<file path="config.mk">
export PLATFORM = sky130hd
export DESIGN_NAME = cfg_spi_bank
export DESIGN_NICKNAME = d
export VERILOG_FILES = /design/src/rtl/cfg_spi_pkg.sv /design/src/rtl/cfg_spi_sync.sv /design/src/rtl/cfg_spi_frame.sv /design/src/rtl/cfg_spi_regs.sv /design/src/rtl/cfg_spi_route.sv /design/src/rtl/cfg_spi_bank.sv
export SDC_FILE = /design/constraint.sdc
export NUM_CORES = 1
export LEC_CHECK = 0
export ABC_AREA = 1
export BUFFER_PORTS_ARGS = -buffer_cell sky130_fd_sc_hd__buf_2
export CORE_ASPECT_RATIO = 0.9
export CORE_UTILIZATION = 45
export DETAILED_ROUTE_END_ITERATION = 8
export GPL_TIMING_DRIVEN = 0
export PLACE_DENSITY = 0.65
export SLEW_MARGIN = 0
export SYNTH_ARGS = -nofsm -noshare
export SYNTH_HDL_FRONTEND = slang
export SYNTH_SLANG_ARGS = --single-unit
export TNS_END_PERCENT = 50
</file>
<file path="constraint.sdc">
create_clock -name clk -period 1.6 [get_ports clk]
set_input_delay 0 -clock clk [delete_from_list [all_inputs] [get_ports clk]]
set_output_delay 0 -clock clk [all_outputs]
set_load 0.01 [all_outputs]
</file>
<file path="src/rtl/cfg_spi_pkg.sv">
package cfg_spi_pkg;
   // register addresses inside the bank
   localparam int unsigned A_PRESAMPLE = 0;
   localparam int unsigned A_EVSIZE    = 1;
   localparam int unsigned A_LED       = 2;
   localparam int unsigned A_TPSEND    = 3;
   localparam int unsigned A_FREQ      = 4;
   localparam int unsigned A_TPFLAGS   = 5;
   // number of writable fields, mapped at addresses 0 .. N_FIELDS-1
   localparam int unsigned N_FIELDS    = 4;
   // serial pin idle levels
   localparam logic CS_IDLE   = 1'b1;
   localparam logic SCLK_IDLE = 1'b1;
   localparam logic MOSI_IDLE = 1'b0;
endpackage

</file>
<file path="src/rtl/cfg_spi_sync.sv">
module cfg_spi_sync #(
   parameter int   STAGES  = 2,
   parameter logic RST_VAL = 1'b0
) (
   input  logic clk,
   input  logic rst_n,
   input  logic d,
   output logic q
);
   if (STAGES < 0) begin : g_bad_stages
      $error("cfg_spi_sync: STAGES must not be negative");
   end

   if (STAGES == 0) begin : g_bypass
      logic unused_clk;
      assign unused_clk = clk ^ rst_n;
      assign q = d;
   end else begin : g_chain
      logic [STAGES-1:0] chain;
      always_ff @(posedge clk or negedge rst_n) begin
         if (!rst_n) begin
            chain <= {STAGES{RST_VAL}};
         end else begin
            chain[0] <= d;
            for (int i = 1; i < STAGES; i++) chain[i] <= chain[i-1];
         end
      end
      assign q = chain[STAGES-1];
   end
endmodule

</file>
<file path="src/rtl/cfg_spi_frame.sv">
module cfg_spi_frame #(
   parameter int ADDR_W = 3,
   parameter int DATA_W = 12
) (
   input  logic              clk,
   input  logic              rst_n,
   input  logic              cs_n_s,
   input  logic              sclk_n_s,
   input  logic              mosi_s,
   output logic [ADDR_W-1:0] rd_addr,
   input  logic [DATA_W-1:0] rd_data,
   output logic              wr_valid,
   output logic [ADDR_W-1:0] wr_addr,
   output logic [DATA_W-1:0] wr_data,
   output logic              miso
);
   localparam int HDR_W  = ADDR_W + 1;
   localparam int WORD_W = HDR_W + DATA_W;
   localparam int CNT_W  = $clog2(WORD_W + 2);
   localparam logic [CNT_W-1:0] CNT_HDR  = CNT_W'(HDR_W);
   localparam logic [CNT_W-1:0] CNT_FULL = CNT_W'(WORD_W);
   localparam logic [CNT_W-1:0] CNT_SAT  = CNT_W'(WORD_W + 1);

   if (DATA_W < HDR_W) begin : g_bad_data
      $error("cfg_spi_frame: DATA_W must hold the header bits");
   end

   logic              cs_q, sclk_q;
   logic              cs_rise, sclk_rise, sclk_fall;
   logic [DATA_W-1:0] sr;
   logic [DATA_W-1:0] rd_sr;
   logic [CNT_W-1:0]  cnt;
   logic              load_pend;
   logic              hdr_rw;
   logic [ADDR_W-1:0] hdr_addr;

   assign cs_rise   = cs_n_s & ~cs_q;
   assign sclk_rise = sclk_n_s & ~sclk_q;
   assign sclk_fall = ~sclk_n_s & sclk_q;
   // header sits in the low bits right after the fourth sample
   assign rd_addr   = sr[ADDR_W:1];

   always_ff @(posedge clk or negedge rst_n) begin
      if (!rst_n) begin
         cs_q      <= 1'b1;
         sclk_q    <= 1'b1;
         sr        <= '0;
         rd_sr     <= '0;
         cnt       <= '0;
         load_pend <= 1'b0;
         hdr_rw    <= 1'b0;
         hdr_addr  <= '0;
         wr_valid  <= 1'b0;
         wr_addr   <= '0;
         wr_data   <= '0;
         miso      <= 1'b0;
      end else begin
         cs_q      <= cs_n_s;
         sclk_q    <= sclk_n_s;
         load_pend <= 1'b0;
         wr_valid  <= 1'b0;
         if (cs_rise && cnt == CNT_FULL && hdr_rw) begin
            wr_valid <= 1'b1;
            wr_addr  <= hdr_addr;
            wr_data  <= sr;
         end
         if (cs_n_s) begin
            cnt    <= '0;
            miso   <= 1'b0;
            rd_sr  <= '0;
            hdr_rw <= 1'b0;
         end else begin
            if (sclk_fall) begin
               if (cnt >= CNT_HDR && cnt < CNT_FULL) begin
                  miso  <= rd_sr[DATA_W-1];
                  rd_sr <= {rd_sr[DATA_W-2:0], 1'b0};
               end else begin
                  miso <= 1'b0;
               end
            end
            if (load_pend) begin
               hdr_addr <= sr[ADDR_W:1];
               hdr_rw   <= sr[0];
               rd_sr    <= sr[0] ? '0 : rd_data;
            end
            if (sclk_rise) begin
               sr <= {sr[DATA_W-2:0], mosi_s};
               if (cnt != CNT_SAT) cnt <= cnt + 1'b1;
               if (cnt == CNT_HDR - 1'b1) load_pend <= 1'b1;
            end
         end
      end
   end

   AST_FRAME_LEN_16: assert property (@(posedge clk) disable iff (!rst_n)
      wr_valid |-> $past(cnt) == CNT_FULL);
   AST_WRITE_AFTER_CS_RISE: assert property (@(posedge clk) disable iff (!rst_n)
      wr_valid |-> $past(cs_n_s) && !$past(cs_n_s, 2));
   AST_HDR_MISO_QUIET: assert property (@(posedge clk) disable iff (!rst_n)
      (!cs_n_s && cnt < CNT_HDR) |-> !miso);
   AST_IDLE_MISO_QUIET: assert property (@(posedge clk) disable iff (!rst_n)
      $past(cs_n_s) |-> !miso);
endmodule

</file>
<file path="src/rtl/cfg_spi_regs.sv">
module cfg_spi_regs
   import cfg_spi_pkg::*;
#(
   parameter int ADDR_W      = 3,
   parameter int DATA_W      = 12,
   parameter int PRESAMPLE_W = 10,
   parameter int EVSZ_W      = 3,
   parameter int LED_W       = 7,
   parameter int TPSEND_W    = 2,
   parameter int FREQ_W      = 12
) (
   input  logic                   clk,
   input  logic                   rst_n,
   input  logic                   route_ok,
   input  logic                   wr_valid,
   input  logic [ADDR_W-1:0]      wr_addr,
   input  logic [DATA_W-1:0]      wr_data,
   input  logic [ADDR_W-1:0]      rd_addr,
   output logic [DATA_W-1:0]      rd_data,
   input  logic [FREQ_W-1:0]      freq_count,
   input  logic                   tp_ok_ramp,
   input  logic                   tp_ok_alt,
   output logic [PRESAMPLE_W-1:0] presample,
   output logic [EVSZ_W-1:0]      event_size,
   output logic [LED_W-1:0]       led_ctrl,
   output logic [TPSEND_W-1:0]    tp_send,
   output logic                   tp_rearm
);
   localparam int FW [N_FIELDS] = '{PRESAMPLE_W, EVSZ_W, LED_W, TPSEND_W};

   if (ADDR_W < 3) begin : g_bad_addr
      $error("cfg_spi_regs: ADDR_W must reach address 5");
   end
   if (FREQ_W > DATA_W) begin : g_bad_freq
      $error("cfg_spi_regs: FREQ_W wider than DATA_W");
   end

   logic              commit;
   logic [DATA_W-1:0] fld_rd [N_FIELDS];
   logic              unused_bits;

   assign commit      = wr_valid & route_ok;
   assign unused_bits = ^wr_data;

   for (genvar i = 0; i < N_FIELDS; i++) begin : g_fld
      localparam int W = FW[i];
      if (W < 1 || W > DATA_W) begin : g_bad_w
         $error("cfg_spi_regs: field width out of range");
      end
      logic [W-1:0] q;
      always_ff @(posedge clk or negedge rst_n) begin
         if (!rst_n)                                   q <= '0;
         else if (commit && wr_addr == ADDR_W'(i))     q <= wr_data[W-1:0];
      end
      assign fld_rd[i] = DATA_W'(q);
   end

   assign presample  = g_fld[0].q;
   assign event_size = g_fld[1].q;
   assign led_ctrl   = g_fld[2].q;
   assign tp_send    = g_fld[3].q;

   always_ff @(posedge clk or negedge rst_n) begin
      if (!rst_n) tp_rearm <= 1'b0;
      else        tp_rearm <= commit && wr_addr == ADDR_W'(A_TPFLAGS);
   end

   always_comb begin
      rd_data = '0;
      if (rd_addr < ADDR_W'(N_FIELDS))             rd_data = fld_rd[rd_addr[1:0]];
      else if (rd_addr == ADDR_W'(A_FREQ))         rd_data = DATA_W'(freq_count);
      else if (rd_addr == ADDR_W'(A_TPFLAGS))      rd_data = DATA_W'({tp_ok_ramp, tp_ok_alt});
   end

   AST_REARM_SINGLE: assert property (@(posedge clk) disable iff (!rst_n)
      tp_rearm |=> !tp_rearm);
   AST_REARM_NO_STORE: assert property (@(posedge clk) disable iff (!rst_n)
      tp_rearm |-> $stable(presample) && $stable(event_size) && $stable(led_ctrl) && $stable(tp_send));
   AST_UNROUTED_HOLD: assert property (@(posedge clk) disable iff (!rst_n)
      !route_ok |=> $stable(presample) && $stable(event_size) && $stable(led_ctrl) && $stable(tp_send));
endmodule

</file>
<file path="src/rtl/cfg_spi_route.sv">
module cfg_spi_route
   import cfg_spi_pkg::*;
(
   input  logic route_sel,
   input  logic spi_cs_n,
   input  logic spi_sclk_n,
   input  logic spi_mosi,
   input  logic bank_miso,
   input  logic adc_miso,
   output logic spi_miso,
   output logic adc_cs_n,
   output logic adc_sclk_n,
   output logic adc_mosi,
   output logic bank_cs_n
);
   assign adc_cs_n   = route_sel ? CS_IDLE   : spi_cs_n;
   assign adc_sclk_n = route_sel ? SCLK_IDLE : spi_sclk_n;
   assign adc_mosi   = route_sel ? MOSI_IDLE : spi_mosi;
   assign spi_miso   = route_sel ? bank_miso : adc_miso;
   assign bank_cs_n  = spi_cs_n | ~route_sel;
endmodule

</file>
<file path="src/rtl/cfg_spi_bank.sv">
module cfg_spi_bank
   import cfg_spi_pkg::*;
#(
   parameter int ADDR_W      = 3,
   parameter int DATA_W      = 12,
   parameter int SYNC_STAGES = 2,
   parameter int PRESAMPLE_W = 10,
   parameter int EVSZ_W      = 3,
   parameter int LED_W       = 7,
   parameter int TPSEND_W    = 2,
   parameter int FREQ_W      = 12
) (
   input  logic                   clk,
   input  logic                   rst_n,
   input  logic                   route_sel,
   input  logic                   spi_cs_n,
   input  logic                   spi_sclk_n,
   input  logic                   spi_mosi,
   output logic                   spi_miso,
   output logic                   adc_cs_n,
   output logic                   adc_sclk_n,
   output logic                   adc_mosi,
   input  logic                   adc_miso,
   input  logic [FREQ_W-1:0]      freq_count,
   input  logic                   tp_ok_ramp,
   input  logic                   tp_ok_alt,
   output logic [PRESAMPLE_W-1:0] presample,
   output logic [EVSZ_W-1:0]      event_size,
   output logic [LED_W-1:0]       led_ctrl,
   output logic [TPSEND_W-1:0]    tp_send,
   output logic                   tp_rearm
);
   logic              bank_cs_n, bank_miso;
   logic              cs_s, sclk_s, mosi_s;
   logic [ADDR_W-1:0] rd_addr, wr_addr;
   logic [DATA_W-1:0] rd_data, wr_data;
   logic              wr_valid;

   cfg_spi_route u_route (
      .route_sel (route_sel),  .spi_cs_n  (spi_cs_n),   .spi_sclk_n(spi_sclk_n),
      .spi_mosi  (spi_mosi),   .bank_miso (bank_miso),  .adc_miso  (adc_miso),
      .spi_miso  (spi_miso),   .adc_cs_n  (adc_cs_n),   .adc_sclk_n(adc_sclk_n),
      .adc_mosi  (adc_mosi),   .bank_cs_n (bank_cs_n)
   );

   cfg_spi_sync #(.STAGES(SYNC_STAGES), .RST_VAL(CS_IDLE)) u_sync_cs (
      .clk(clk), .rst_n(rst_n), .d(bank_cs_n), .q(cs_s));
   cfg_spi_sync #(.STAGES(SYNC_STAGES), .RST_VAL(SCLK_IDLE)) u_sync_sclk (
      .clk(clk), .rst_n(rst_n), .d(spi_sclk_n), .q(sclk_s));
   cfg_spi_sync #(.STAGES(SYNC_STAGES), .RST_VAL(MOSI_IDLE)) u_sync_mosi (
      .clk(clk), .rst_n(rst_n), .d(spi_mosi), .q(mosi_s));

   cfg_spi_frame #(.ADDR_W(ADDR_W), .DATA_W(DATA_W)) u_frame (
      .clk(clk), .rst_n(rst_n), .cs_n_s(cs_s), .sclk_n_s(sclk_s), .mosi_s(mosi_s),
      .rd_addr(rd_addr), .rd_data(rd_data), .wr_valid(wr_valid),
      .wr_addr(wr_addr), .wr_data(wr_data), .miso(bank_miso)
   );

   cfg_spi_regs #(
      .ADDR_W(ADDR_W), .DATA_W(DATA_W), .PRESAMPLE_W(PRESAMPLE_W), .EVSZ_W(EVSZ_W),
      .LED_W(LED_W), .TPSEND_W(TPSEND_W), .FREQ_W(FREQ_W)
   ) u_regs (
      .clk(clk), .rst_n(rst_n), .route_ok(route_sel), .wr_valid(wr_valid),
      .wr_addr(wr_addr), .wr_data(wr_data), .rd_addr(rd_addr), .rd_data(rd_data),
      .freq_count(freq_count), .tp_ok_ramp(tp_ok_ramp), .tp_ok_alt(tp_ok_alt),
      .presample(presample), .event_size(event_size), .led_ctrl(led_ctrl),
      .tp_send(tp_send), .tp_rearm(tp_rearm)
   );
endmodule

</file>
== Word-level counts from Yosys, hierarchy flattened ==
Index checks and enable logic that the tools add are counted.
Storage, ports and cells
  input bits: 21
  output and inout bits: 27
  bits in registers: 78
Cells by class
  mux-type cells: 27
  bitwise gates (word level): 11
  equality and inequality tests: 9
  magnitude comparators: 4
  reductions and logical operators: 19
  add/subtract/negate cells: 1
Operators by type and width (count)
  $mux 12: 9
  $bmux 12 s2: 1
  $mux 5: 3
  $mux 1: 13
  $eq 3x3->1 const B: 3
  $logic_and 1x1->1: 8
  $reduce_and 2->1: 4
  $reduce_bool 2->1: 4
  $eq 3x2->1 const B: 2
  $reduce_bool 3->1: 2
  $add 5x1->5 const B: 1
  $eq 5x2->1 const B: 1
  $eq 5x5->1 const B: 1
  $ge 5x3->1 const B: 1
  $lt 5x5->1 const B: 1
  $ne 5x5->1 const B: 1
  $not 1->1: 5
  $and 1x1->1: 4
  $eq 3x1->1 const B: 1
  $ge 3x3->1 const B: 1
  $logic_not 3->1: 1
  $lt 3x3->1 const B: 1
  $not 2->3: 1
  $mux 2: 1
  $or 1x1->1: 1

== Logic depth before layout (Yosys ltp) ==
  word-level depth: 8
  depth in mapped cells: 9
  mapped depth without buffers: 8

== Cells and area by module ==
From an unflattened synthesis, not the netlist that was laid out.
Second synthesis, totals
  cells, all modules: 476
  area, all modules: 3912.5 µm²
By module, submodules not included
  cfg_spi_frame: area each 2374.8 µm², times used 1, cells each 280
  cfg_spi_regs: area each 1342.5 µm², times used 1, cells each 180
  cfg_spi_sync at u_sync_cs ...: area each 52.6 µm², times used 2, cells each 2
  cfg_spi_sync at u_sync_mosi: area each 50.0 µm², times used 1, cells each 2
  cfg_spi_route: area each 40.0 µm², times used 1, cells each 10

== Worst setup path before layout ==
OpenSTA, ideal clock, no wires.
  path kind: reg-to-reg
  from: register u_frame.sclk_q
  to: register u_frame.rd_sr[0]
  setup time: 124 ps
  arrival time: 1177 ps
  clock period less this slack: 1301 ps
  setup slack: 299 ps
  buffers on the path: 0
  data required time: 1476 ps
  cell stages (with the launch flop): 8
  path through: dfstp_2 inv_1 nor2_1 nand3_4 nand2_2 inv_2 nand2_1 nand3_1
Between the ends
  longest elaborated chain between the ends: 3
RTL lines
  start: declaration: RTL line cfg_spi_frame.sv:28  | logic cs_q, sclk_q;
  start signal: assignment: RTL line cfg_spi_frame.sv:59  | sclk_q <= sclk_n_s;
  $and 1x1->1: RTL line cfg_spi_frame.sv:39  | assign sclk_fall = ~sclk_n_s & sclk_q;
  $reduce_bool 3->1 (no line)
  $reduce_and 2->1 (no line)
  end signal: assignment: RTL line cfg_spi_frame.sv:76  | rd_sr <= {rd_sr[DATA_W-2:0], 1'b0};
  end signal: assignment: RTL line cfg_spi_frame.sv:84  | rd_sr <= sr[0] ? '0 : rd_data;
  end: declaration: RTL line cfg_spi_frame.sv:31  | logic [DATA_W-1:0] rd_sr;
Every way passes these cells.
A chain may end at the register's enable or synchronous reset.

== Worst setup path after layout ==
Ends and elaborated chain as after synthesis.

==> results summary <==
The flow ran to the end, and the final reports show no timing, DRC or antenna violations. The via count of the first global-routing pass is roughly 2,700. The cell area that synthesis handed to floorplanning was 3490 sq um.

The initial antenna violation count was 0. The number of synthesis warnings is 0. 0 antenna diodes ended up in the layout. Cell internal power was estimated by the tool at approximately 2.8 mW. In this run the clock root is driven by a sky130_fd_sc_hd__clkbuf_8.

The number of hold violations in the final report came out at 0. The floorplan die width is between 90 and 100 um. The clock network fraction of total power came out at approximately a third. In this run the power density over the cells is just over 900 nW/um^2. The relative area change from synthesis to final layout came out at 20.0%.

The ratio of cells with drive above 1 in the final layout came out at 22.7%. On the critical path, the stage with the largest delay is an instance of sky130_fd_sc_hd__dfstp_2. The share of total power in combinational logic came out at between 10% and 20%. The number of antenna-violating nets in the routed design is 0. The count of pins on the block boundary is 48. The worst setup path is launched from a flop. The total routing usage reported by global routing came out at between 20% and 30%.

Post-CTS timing repair inserted 0 buffers for setup. Derived from the worst setup path, the maximum achievable clock frequency is between 0.6 and 0.7 GHz. The count of endpoints failing setup in the final report is 0. The overall die area is just over 8000 sq um. Ranked by total cell area, the synthesized netlist is headed by sky130_fd_sc_hd__dfrtp_1, sky130_fd_sc_hd__nand2_1, sky130_fd_sc_hd__dfstp_2. The critical path in this run is classified as reg2reg. The path class of the tightest hold or removal check is in2reg. The total congestion overflow after global routing is 0. The first TritonRoute pass finished after 4 iterations. The reported net switching power is about 1.0 mW. The leakage dissipation is 2.03 nW. The number of vias per cell after detailed routing is 4.99. Along the worst hold path, the cell count comes to 5. The final-layout worst hold slack came out at between 40 and 50 ps. In this run the worst path has a maximum fanout of 10. Of all cell types, the one taking the most synthesized area is sky130_fd_sc_hd__dfrtp_1. After clock tree synthesis, the clock-pin slew on the worst setup and hold paths is around 70 ps. The initial cell density of the core is between 40 and 50%.

TritonCTS built the clock tree. The proportion of power drawn by flip-flops and latches came out at a little over half. The largest vdd supply drop came out at 0.000556 V. The data required time at the worst endpoint came out at 1830 ps. The overall power after layout came out at 3.85 mW.

The synthesized instance count came out at a little under 400. The utilization after layout came out at between 50% and 60%. In this run the deepest clock path goes through 2 buffers.

The routed design has slightly below 8000 um of wire. The wire length of the first global-routing pass is roughly 13,000 um. At the worst endpoint, the arrival time is around 1700 ps. Summed over all failing endpoints, the final setup total negative slack is 0 ps.

The maximum level of the CTS H-tree came out at 3. The filler cell count came out at ~710. In this run the biggest area consumer among cell types represents a little over 50% of the synthesized area. The number of buffers added by the clock tree synthesis step came out at 9. The critical path's largest stage delay came out at ~530 ps.

The tool flagged a number of max-cap violations equal to 0. The flop and latch count out of synthesis is between 70 and 80. After synthesis, flip-flops and latches occupy around 56% of the total area. Summing all placed instances gives a cell area of between 3000 and 4000 sq um. In this run the tool buffered the top-level ports with 47 buffer cells. The switching fraction of total power is about a quarter. Entering global routing, the biggest net connects 49 pins. Headroom to the max-slew limit came out at 72.5%. The clock period minus worst slack is about 1400 ps. Walking the worst path, the cells encountered are inv_1, nor2_2, nand3_4, nand2_2, inv_2, nand2_1, nand3_1. Setup repair after global routing left no endpoint under its margin. After synthesis, the netlist uses 30 different library cells. STA classifies the critical path endpoint as a flop. The post-route clock skew is 6.65 ps. The final weighted congestion in routability-driven placement is 0.817. The count of standard-cell rows came out at 30. The post-detailed-route DRC marker count came out at 0. The ratio of final minimum period to clock period is 89.4%. After the last flow step, the layout net total stands at between 400 and 500. The actual slew at the worst max-slew pin came out at slightly above 400 ps.

The count of cells along the worst register-to-register path came out at 7. Detailed placement finished with a half-perimeter wire length of approximately 5600 um. The height of the die is around 85 um. The clock insertion delay at the later pin of the skew report is between 300 and 400 ps.

The number of nets in the synthesized netlist is approximately 420. The starting DRC count in detailed routing is 181. Dividing the synthesized area by the synthesized cell count gives between 8 and 9 sq um. The max-slew violation count was 0.

The via total after detailed routing is approximately 2,900. After detailed routing, the average wire length per cell comes to 13.9 um. Counting every sink on the clock net gives 78. The area of the core came out at between 7000 and 8000 sq um.

The final instance area came out at between 4000 and 5000 sq um.
## worst paths after layout
kind	slack, ps	endpoint	startpoint
max in group asynchronous	850	u_frame.cs_q	rst_n
setup reg to reg	170	u_frame.rd_sr[0]	u_frame.sclk_q
hold / removal	40	u_frame.rd_sr[0]	tp_ok_alt
setup / recovery	170	u_frame.rd_sr[0]	u_frame.sclk_q
hold reg to reg	360	u_sync_cs.g_chain.chain[1]	u_sync_cs.g_chain.chain[0]
min in group asynchronous	130	u_frame.cnt[3]	rst_n
## power by group through the flow
stage | Clock, mW | Combinational (mW) | Sequential [mW]
6_report | 1.28 | 0.498 | 2.07
5_1_grt | 1.40 | 0.563 | 2.08
4_1_cts | 1.34 | 0.501 | 2.07
3_5_place_dp | 0 | 0.474 | 2.11
3_3_place_gp | 0 | 0.453 | 2.11
2_1_floorplan | 0 | 0.303 | 2.10
## placed cells by master (no fill, tap or decap), types with 6 or more instances in the layout
master | netlist | final
sky130_fd_sc_hd__nand2_1 | 120 | 120
sky130_fd_sc_hd__inv_2 | 7 | 7
sky130_fd_sc_hd__dfrtp_1 | 72 | 72
sky130_fd_sc_hd__o21ai_1 | 21 | 21
sky130_fd_sc_hd__clkbuf_8 | 0 | 11
sky130_fd_sc_hd__inv_1 | 35 | 35
sky130_fd_sc_hd__a21oi_1 | 12 | 12
sky130_fd_sc_hd__nand3_1 | 26 | 26
sky130_fd_sc_hd__dlygate4sd3_1 | 0 | 14
sky130_fd_sc_hd__o21ai_0 | 28 | 28
sky130_fd_sc_hd__nor2_1 | 23 | 22
sky130_fd_sc_hd__o21ai_2 | 7 | 7
sky130_fd_sc_hd__buf_2 | 7 | 53
sky130_fd_sc_hd__dfstp_2 | 6 | 6
## state kept, by name, indices dropped and copies added (netlist names), 2 cells and up
signal / flops
u_frame.sr: 10
u_sync_cs.g_chain.chain: 2
u_regs.event_size: 3
u_frame.wr_addr: 3
u_regs.led_ctrl: 7
u_sync_sclk.g_chain.chain: 2
u_frame.cnt: 5
u_frame.rd_sr: 12
u_frame.wr_data: 10
u_frame.hdr_addr: 3
u_sync_mosi.g_chain.chain: 2
u_regs.tp_send: 2
u_regs.presample: 10
## critical path: cells and delay by family (launching register included)
kind / cells / cell delay [ps]
DFF: 1 / 530
buffers and inverters: 2 / 130
and+or+nand+nor: 5 / 660
## per-layer routing
| metal | track usage, % | vias to the layer above | wire length, um |
|---|---|---|---|
| li1 | - | 1424 | - |
| met1 | 31.8 | 1362 | 3870 |
| met2 | 33.6 | 56 | 3710 |
| met3 | 4.88 | 8 | 285 |
| met4 | 5.37 | 0 | 80 |
| met5 | 0 | - | 0 |
## cell type report
type                    count  area (sq um)  area share, %
multi-input cells         266          1290           30.8
clock buffers              14           163           3.89
flip-flops and latches     78          1960           46.9
plain buffers              11          76.3           1.83
clock inverters             1          5.00          0.120
inverters                  43           166           3.98
repair buffers             62           405           9.69
well taps                  96           120           2.87
## Yosys cell counts
master,number
sky130_fd_sc_hd__ha_1,3
sky130_fd_sc_hd__o2111ai_1,4
sky130_fd_sc_hd__dfrtp_1,72
sky130_fd_sc_hd__nor2_2,3
sky130_fd_sc_hd__nor2_4,1
sky130_fd_sc_hd__nand2_1,120
sky130_fd_sc_hd__inv_6,1
sky130_fd_sc_hd__a211oi_1,1
sky130_fd_sc_hd__nand3_4,1
sky130_fd_sc_hd__nor3_2,1
sky130_fd_sc_hd__nor2_1,23
sky130_fd_sc_hd__inv_1,35
sky130_fd_sc_hd__nand3_1,26
sky130_fd_sc_hd__nor2_8,1
sky130_fd_sc_hd__nor3_1,2
sky130_fd_sc_hd__o21ai_0,28
sky130_fd_sc_hd__dfstp_2,6
sky130_fd_sc_hd__or2_2,2
sky130_fd_sc_hd__buf_6,3
sky130_fd_sc_hd__buf_4,1
sky130_fd_sc_hd__o21ai_2,7
sky130_fd_sc_hd__buf_2,7
sky130_fd_sc_hd__inv_2,7
sky130_fd_sc_hd__o21ai_1,21
sky130_fd_sc_hd__or2_0,1
sky130_fd_sc_hd__nand3_2,2
sky130_fd_sc_hd__nand2_2,4
sky130_fd_sc_hd__nand4_1,2
sky130_fd_sc_hd__a21oi_1,12
sky130_fd_sc_hd__nor4_1,1
## cell families (layout without fill, tap and decap cells)
logic type               after synthesis  after routing  synth area share (%)
adder cells (fa/ha/maj)                3              3                  1.08
AO/OA/AOI/OAI                         73             73                  11.7
buffers and inverters                 54            131                  6.96
AND/OR/NAND/NOR                      190            190                  24.0
flip-flops                            78             78                  56.2
## per-stage QoR
| step | cells | worst slack, ps |
|---|---|---|
| floorplan | 398 | 299 |
| global placement | 541 | -33.7 |
| detailed placement | 542 | 80.0 |
| CTS | 571 | 71.5 |
| global route | 571 | 9.36 |
| finish | 571 | 170 |
## what timing repair did
item	4_1_cts	5_1_grt
hold buffers	14	0
setup endpoints to repair	0	6
resized for setup	0	1
hold endpoints to repair	89	0
Note: power is estimated with default switching activity, not from simulation.
